$ cat src/rtl/pll_tune_seq.sv
module pll_tune_seq #(
  parameter int RW           = 13,
  parameter int R_MAX        = 8189,
  parameter int TUNE_TICKS   = 13,
  parameter int SETTLE_TICKS = 38,
  parameter int MIN_R_G0     = 7,
  parameter int MIN_R_G1     = 8,
  parameter int MIN_R_G2     = 10,
  parameter int MIN_R_G3     = 14
) (
  input  logic          clk,
  input  logic          rst_n,
  input  logic          enable,
  input  logic          new_freq,
  input  logic [RW-1:0] r_val,
  input  logic [1:0]    gain,
  input  logic          halve,
  input  logic          near_limit,
  output logic          upd_tick,
  output logic          tuning,
  output logic          lock_det_n,
  output logic          settled,
  output logic          r_error
);
  localparam int MAXT = (TUNE_TICKS > SETTLE_TICKS) ? TUNE_TICKS : SETTLE_TICKS;
  localparam int CW   = $clog2(MAXT + 1);

  typedef enum logic [2:0] {S_OFF, S_IDLE, S_TUNE, S_LOCK, S_DONE} st_t;

  st_t           state;
  logic [RW-1:0] div_cnt;
  logic [CW-1:0] tcnt;
  logic          pre, en_q, near_q;
  logic [RW-1:0] r_min;

  always_comb begin
    case (gain)
      2'd0:    r_min = RW'(MIN_R_G0);
      2'd1:    r_min = RW'(MIN_R_G1);
      2'd2:    r_min = RW'(MIN_R_G2);
      default: r_min = RW'(MIN_R_G3);
    endcase
  end

  wire r_ok    = (r_val >= r_min) && (r_val <= RW'(R_MAX));
  wire restart = enable & (new_freq | ~en_q);
  wire active  = (state == S_TUNE) || (state == S_LOCK) || (state == S_DONE);
  wire advance = active & (~halve | pre);
  wire wrap    = advance & (div_cnt >= r_val - 1'b1);
  wire locking = (state == S_LOCK) || (state == S_DONE);

  always_ff @(posedge clk or negedge rst_n) begin
    if (!rst_n) begin
      state    <= S_OFF;
      div_cnt  <= '0;
      tcnt     <= '0;
      pre      <= 1'b0;
      en_q     <= 1'b0;
      near_q   <= 1'b0;
      upd_tick <= 1'b0;
      r_error  <= 1'b0;
    end else begin
      en_q     <= enable;
      near_q   <= near_limit;
      upd_tick <= 1'b0;
      if (!enable) begin
        state   <= S_OFF;
        div_cnt <= '0;
        tcnt    <= '0;
        pre     <= 1'b0;
      end else if (!r_ok) begin
        state   <= S_IDLE;
        r_error <= 1'b1;
        div_cnt <= '0;
        tcnt    <= '0;
        pre     <= 1'b0;
      end else if (restart) begin
        state   <= S_TUNE;
        r_error <= 1'b0;
        div_cnt <= '0;
        tcnt    <= '0;
        pre     <= 1'b0;
      end else if (active) begin
        if (halve) pre <= ~pre;
        if (wrap) begin
          div_cnt  <= '0;
          upd_tick <= 1'b1;
          case (state)
            S_TUNE:
              if (tcnt == CW'(TUNE_TICKS - 1)) begin
                state <= S_LOCK;
                tcnt  <= '0;
              end else tcnt <= tcnt + 1'b1;
            S_LOCK:
              if (tcnt == CW'(SETTLE_TICKS - 1)) begin
                state <= S_DONE;
                tcnt  <= '0;
              end else tcnt <= tcnt + 1'b1;
            default: ;
          endcase
        end else if (advance) begin
          div_cnt <= div_cnt + 1'b1;
        end
      end
    end
  end

  assign tuning     = (state == S_TUNE);
  assign settled    = (state == S_DONE);
  assign lock_det_n = ~locking | near_q;
endmodule

$ cat config.mk
export PLATFORM = sky130hd
export DESIGN_NAME = pll_tune_seq
export DESIGN_NICKNAME = d
export VERILOG_FILES = /design/src/rtl/pll_tune_seq.sv
export SDC_FILE = /design/constraint.sdc
export NUM_CORES = 1
export LEC_CHECK = 0
export CORE_MARGIN = 8
export CORE_UTILIZATION = 45
export CTS_BUF_LIST = sky130_fd_sc_hd__clkbuf_4
export DETAILED_ROUTE_END_ITERATION = 6
export GPL_ROUTABILITY_DRIVEN = 0
export GPL_TIMING_DRIVEN = 0
export PLACE_DENSITY_LB_ADDON = 0.2
export SYNTH_ARGS = -nofsm -noshare
export SYNTH_HDL_FRONTEND = slang
export SYNTH_SLANG_ARGS = --single-unit
$ cat constraint.sdc
create_clock -name clk -period 4.8 [get_ports clk]
set_clock_uncertainty 0.2 [all_clocks]
set_input_delay 0.72 -clock clk [delete_from_list [all_inputs] [get_ports clk]]
set_output_delay 0.72 -clock clk [all_outputs]
set_load 0.03 [all_outputs]
Yosys cells after proc, flatten, opt, wreduce, memory -nomap -nowiden

Index checks and enable logic that the tools add are counted.

Register bits: 27
Input bits: 21
Output and inout port bits: 5
Logic and storage cells: 84

Add/subtract/negate cells: 3
$lt $le $gt $ge: 3
Eq/ne operators: 15
Muxes and demuxes: 35
Bitwise gates (word level): 10
Reduce and logical (&&, ||, !) cells: 10

Operator list:

| operator                                                              | count |
|---|---|
| 13-bit two-way mux                                                    | 6 |
| 6-bit two-way mux                                                     | 7 |
| 13-bit greater-or-equal comparator                                    | 2 |
| 3-bit two-way mux                                                     | 7 |
| 13-bit by 1-bit adder with 13-bit output, second input constant       | 1 |
| 13-bit less-or-equal comparator, second input constant                | 1 |
| 13-bit by 1-bit subtractor with 13-bit output, second input constant  | 1 |
| 1-bit two-way mux                                                     | 12 |
| 4-bit one-hot mux with 3 select lines                                 | 1 |
| 6-bit one-hot mux with 2 select lines                                 | 1 |
| 5-bit by 3-bit != test with 1-bit output, second input constant       | 2 |
| 4-bit by 2-bit != test with 1-bit output, second input constant       | 2 |
| 6-bit by 1-bit adder with 6-bit output, second input constant         | 1 |
| 3-bit by 2-bit equality test with 1-bit output, second input constant | 2 |
| 6-bit by 4-bit equality test with 1-bit output, second input constant | 1 |
| 6-bit equality test, second input constant                            | 1 |
| 3-bit one-hot mux with 2 select lines                                 | 1 |
| 2-bit AND reduction                                                   | 3 |
| 5-bit by 2-bit != test with 1-bit output, second input constant       | 1 |
| 5-bit by 4-bit != test with 1-bit output, second input constant       | 1 |
| 5-bit AND reduction                                                   | 1 |
| 4-bit by 3-bit != test with 1-bit output, second input constant       | 1 |
| 1-bit NOT                                                             | 4 |
| 1-bit AND                                                             | 3 |
| 9 further kinds                                                       | 13 |

Logic depth before layout (Yosys ltp)

Gate-level depths: netlist (run 1).

Depth after elaboration: 10
Depth in mapped cells: 15
Mapped depth without buffers: 13

Least setup slack after synthesis (run 1)

OpenSTA, ideal clock, no wires.

Kind: input port to flip-flop
Start point: in r_val[0]
End point: reg tcnt[1]
Library setup time: 73 ps
Arrival: 3383 ps
Data required time: 4527 ps
Slack: 1144 ps
Cell stages on the path: 14
Path buffers: 1
Path through: inv_1 > ha_1 > nand2_1 > nor3_1 > nand3_1 > xor2_1 > ha_1 > nand4_1 > nor4_1 > a211oi_1 > and2_1 > buf_6 > or4b_4 > a21oi_2

Cells in the longest elaborated chain, start to end: 5
Elaborated cells on any way between the ends: 12

RTL lines:

| what                                               | line | RTL |
|---|---|---|
| start: declaration                                 | 15   | `input logic [RW-1:0] r_val,` |
| 13-bit by 1-bit subtractor with 13-bit output      | 49   | `wire wrap = advance & (div_cnt >= r_val - 1'b1);` |
| 13-bit greater-or-equal comparator                 | 49   |  |
| 1-bit AND                                          | 49   |  |
| 4-bit by 2-bit != test with 1-bit output (no line) | n/a  |  |
| 3-bit AND reduction (no line)                      | n/a  |  |
| end signal: assignment                             | 93   | `end else tcnt <= tcnt + 1'b1;` |
| end signal: assignment                             | 98   | `end else tcnt <= tcnt + 1'b1;` |
| end: declaration                                   | 32   | `logic [CW-1:0] tcnt;` |

Parallel ways exist; a longest one is shown, timed or not.
A chain may end at the register's enable or synchronous reset.

Worst setup path after layout (run 1)

Start point: in r_val[0]
End point: reg state[1]

Cells in the longest elaborated chain, start to end: 5
Elaborated cells on any way between the ends: 14

RTL lines:

| what                                               | line | RTL |
|---|---|---|
| 13-bit by 1-bit subtractor with 13-bit output      | 49   |  |
| 13-bit greater-or-equal comparator                 | 49   |  |
| 1-bit AND                                          | 49   |  |
| 4-bit by 2-bit != test with 1-bit output (no line) | n/a  |  |
| 5-bit AND reduction (no line)                      | n/a  |  |
| end signal: assignment                             | 54   | `state <= S_OFF;` |
| end signal: assignment                             | 67   | `state <= S_OFF;` |
| end signal: assignment                             | 72   | `state <= S_IDLE;` |
| end: declaration                                   | 30   | `st_t state;` |

Parallel ways exist; a longest one is shown, timed or not.

==> reports/qor.yml, run 1 <==
cts_resized: 0
ff_latch_area_um2: 676
seqPwrFrac: 0.564
synth-simple-area-share: 0.288
rsz0062_at_grt: "no"
cp-start-kind: "input pin"
max_freq_ghz: 0.231
portBuffers: 25
antenna_violating_nets_post_route: 0
synthToLayoutAreaGrowth_pct: 16.1
pwr-share-clk: 0.246
maxCapViolCount: 0
cp.arrival_ns: 4.35
r2r_setup_slack_ns: 1.93
die_y_um: 86.1
worstPathMaxFanout: 6
final-setup-viol-count: 0
cts.clk_slew.worst_paths_ns: 0.16
p_leak_nw: 1.00
synth_compound_area_frac: 0.167
p_sw_w: 0.000115
first_global_vias: 1956
synthAdderAreaFrac: 0.142
ys_ff_latch: 27
grt_max_degree: 28
clock-sinks: 27
syn_nets: 302
drt-initial-drc-count: 87
core_area_mm2: 0.00472
cellPowerDensity_mw_per_mm2: 160
critPathRequiredTime_ns: 4.83
whs_ns: 0.173
via_per_inst: 5.63
outcome: "finished clean"
synth_edf_count: 0
syn_area_per_cell_um2: 8.63
multi_input_area_mm2: 0.00146
synth_xor_area_frac: 0.0555
total_power_w: 0.000412
initial_core_util: 0.468
period_share: 0.901
clk_latency_ns: 0.34
dieWidth_um: 86.1
num_rows: 25
switching_share: 0.280
yosysSeqAreaShare: 0.306
postCtsHoldBufs: 0
nets: 332
clock_path_buffers: 2
maxSlewViolCount: 0
final_util: 0.543
muxShareOfSynthArea: 0.00963
worstHoldPathType: "input pin to async pin"
yosys_warnings: 0
ios: 26
wl_um: 5220
crit_path_end_kind: "flop"
yosys_most_used_dff: "dfrtp_1"
post-place-ws_ns: 0.134
nFillCells: 449
combinationalPowerShare: 0.190
rr_worst_depth: 7
antennaDiodeCount: 0
async_flop_share: 1.00
power.internal_w: 0.000296
drc: 0
max_slew_margin: 0.568
synth_top_family_by_area: "simple AND/OR/NAND/NOR gates"
grt.total_usage: 0.148
cts_tree: "yes"
layout_min_cycle_time_ns: 4.33
tightestPinTransition_ns: 0.642
die-area_mm2: 0.00741
cts-root-buf: "clkbuf_4"
numCtsBuffers: 3
gr-total-overflow: 0
setup_ws_ns: 0.473
drive_gt1_frac: 0.0596
hpwl_um: 4090
syn-cell-area_mm2: 0.00221
irDropWorstVdd_v: 0.000128
dr.pass1.iters: 4
setup_tns_ns: 0
routedWlPerCell_um: 14.8
antenna_found_initial: 0
grt_pass1_wl_um: 9160
worst-setup-path-type: "input pin to flop"
yosysUniqueCellTypes: 48
hold_viol: 0
cts.htree.levels: 1
post_cts_buffers: 0
synthCells: 256
vias: 1980
-- worst paths after layout --
check | start | end
worst max-delay path | r_val[0] | state[1]
worst min-delay path | rst_n | tcnt[2]
worst max register to register | div_cnt[8] | state[1]
worst min register to register | r_error | r_error
max in group asynchronous | rst_n | div_cnt[11]
min in group clk | r_error | r_error
-- layout by cell type (no fill, tap or decap), types with 2 or more instances in the layout --
master / n
nand3_1: 20
nand4b_1: 4
nand2b_1: 4
a211oi_1: 5
or4b_4: 2
o21ai_0: 12
buf_2: 4
nor2_1: 21
nand3b_1: 2
xor2_1: 5
a21oi_1: 9
nor3_1: 10
o31ai_1: 2
inv_1: 11
clkdlybuf4s50_1: 24
xnor2_1: 9
nor4_1: 5
nor3b_1: 3
nand4_1: 7
o21bai_1: 3
and2_1: 2
o21a_1: 2
a32o_1: 2
or4_1: 4
nor2b_1: 2
and3_1: 4
nand2_1: 25
ha_1: 25
dfrtp_1: 27
a31oi_1: 7
clkbuf_4: 3
-- synth_stat cells, types with 2 or more instances --
cell type  number  area share
a32o_1          2      0.0091
a211oi_1        5       0.017
ha_1           25        0.14
a21oi_1         9       0.020
nand3_1        20       0.045
nor2_1         21       0.036
xnor2_1         9       0.036
or4_1           4       0.014
nor2b_1         2      0.0057
nand3b_1        2      0.0068
nand4_1         7       0.020
nand4b_1        4       0.016
xor2_1          5       0.020
nor4_1          5       0.014
inv_1          11       0.019
or4b_4          2       0.012
o21a_1          2      0.0068
buf_2           3      0.0068
and2_1          2      0.0057
and3_1          4       0.011
nand2_1        25       0.042
a31oi_1         7       0.020
o21ai_0        12       0.027
nor3b_1         3       0.010
o21bai_1        3       0.010
nor3_1         10       0.023
o31ai_1         2      0.0068
dfrtp_1        27        0.31
nand2b_1        4       0.011
-- power groups by stage --
stage,Combinational (W),Clock (W),Sequential [W]
after floorplan,0.0000404,0,0.000236
after global placement,0.0000778,0,0.000236
after detailed placement,0.0000793,0,0.000236
after CTS,0.0000796,0.000107,0.000232
after global routing,0.0000875,0.000114,0.000232
final,0.0000782,0.000101,0.000232
-- per-stage QoR --
step	cell area, um^2	instances
final	2570	352
after detailed placement	2540	348
after CTS	2570	352
after floorplan	2210	256
after global routing	2570	352
after global placement	2540	348
-- area by class of cell --
class | instances | area share
Tap cell | 67 | 0.0327
Inverter | 11 | 0.0161
Clock buffer | 3 | 0.00878
Sequential cell | 27 | 0.263
Clock inverter | 1 | 0.00195
Multi-Input combinational cell | 213 | 0.570
Timing Repair Buffer | 25 | 0.0956
Buffer | 5 | 0.0117
-- cells by family (layout without fill, tap and decap cells) --
| logic type | count (synthesis) | count (layout) |
|---|---|---|
| AOI/OAI and AO/OA | 53 | 53 |
| adders and majority gates | 25 | 25 |
| xor gates and xnor gates | 14 | 14 |
| and+or+nand+nor | 119 | 119 |
| DFF | 27 | 27 |
| buffers and inverters | 16 | 45 |
| muxes | 2 | 2 |
-- worst max-delay path, stage by stage --
cell and delay (ns):
clkdlybuf4s50_1 0.46, inv_1 0.13, ha_1 0.19, nand2_1 0.09
nor3_1 0.45, nand2_1 0.13, xor2_1 0.17, ha_1 0.31
a211oi_1 0.21, o21bai_1 0.11, a211oi_1 0.44, nand2_1 0.28
a41oi_2 0.31, mux2_2 0.36
-- registers in the layout, summed over array words and instances (netlist names) --
register and flops:
div_cnt 13, r_error 1, near_q 1, upd_tick 1
state 3, tcnt 6, pre 1, en_q 1
-- per-layer routing --
layer  GRT usage  vias up  routed length [um]
met1       0.195      925                2540
li1            -     1013                   -
met5           0        -                   0
met3      0.0296        8                 168
met2       0.246       34                2450
met4      0.0239        0                  52
(Power assumes the default switching activity.)
==> run 2, diff against run 1 <==
Settings changed: TNS_END_PERCENT set to 20.
==> results of run 2 <==
No change in the layout: final DEF, timing and power equal those of run 1.
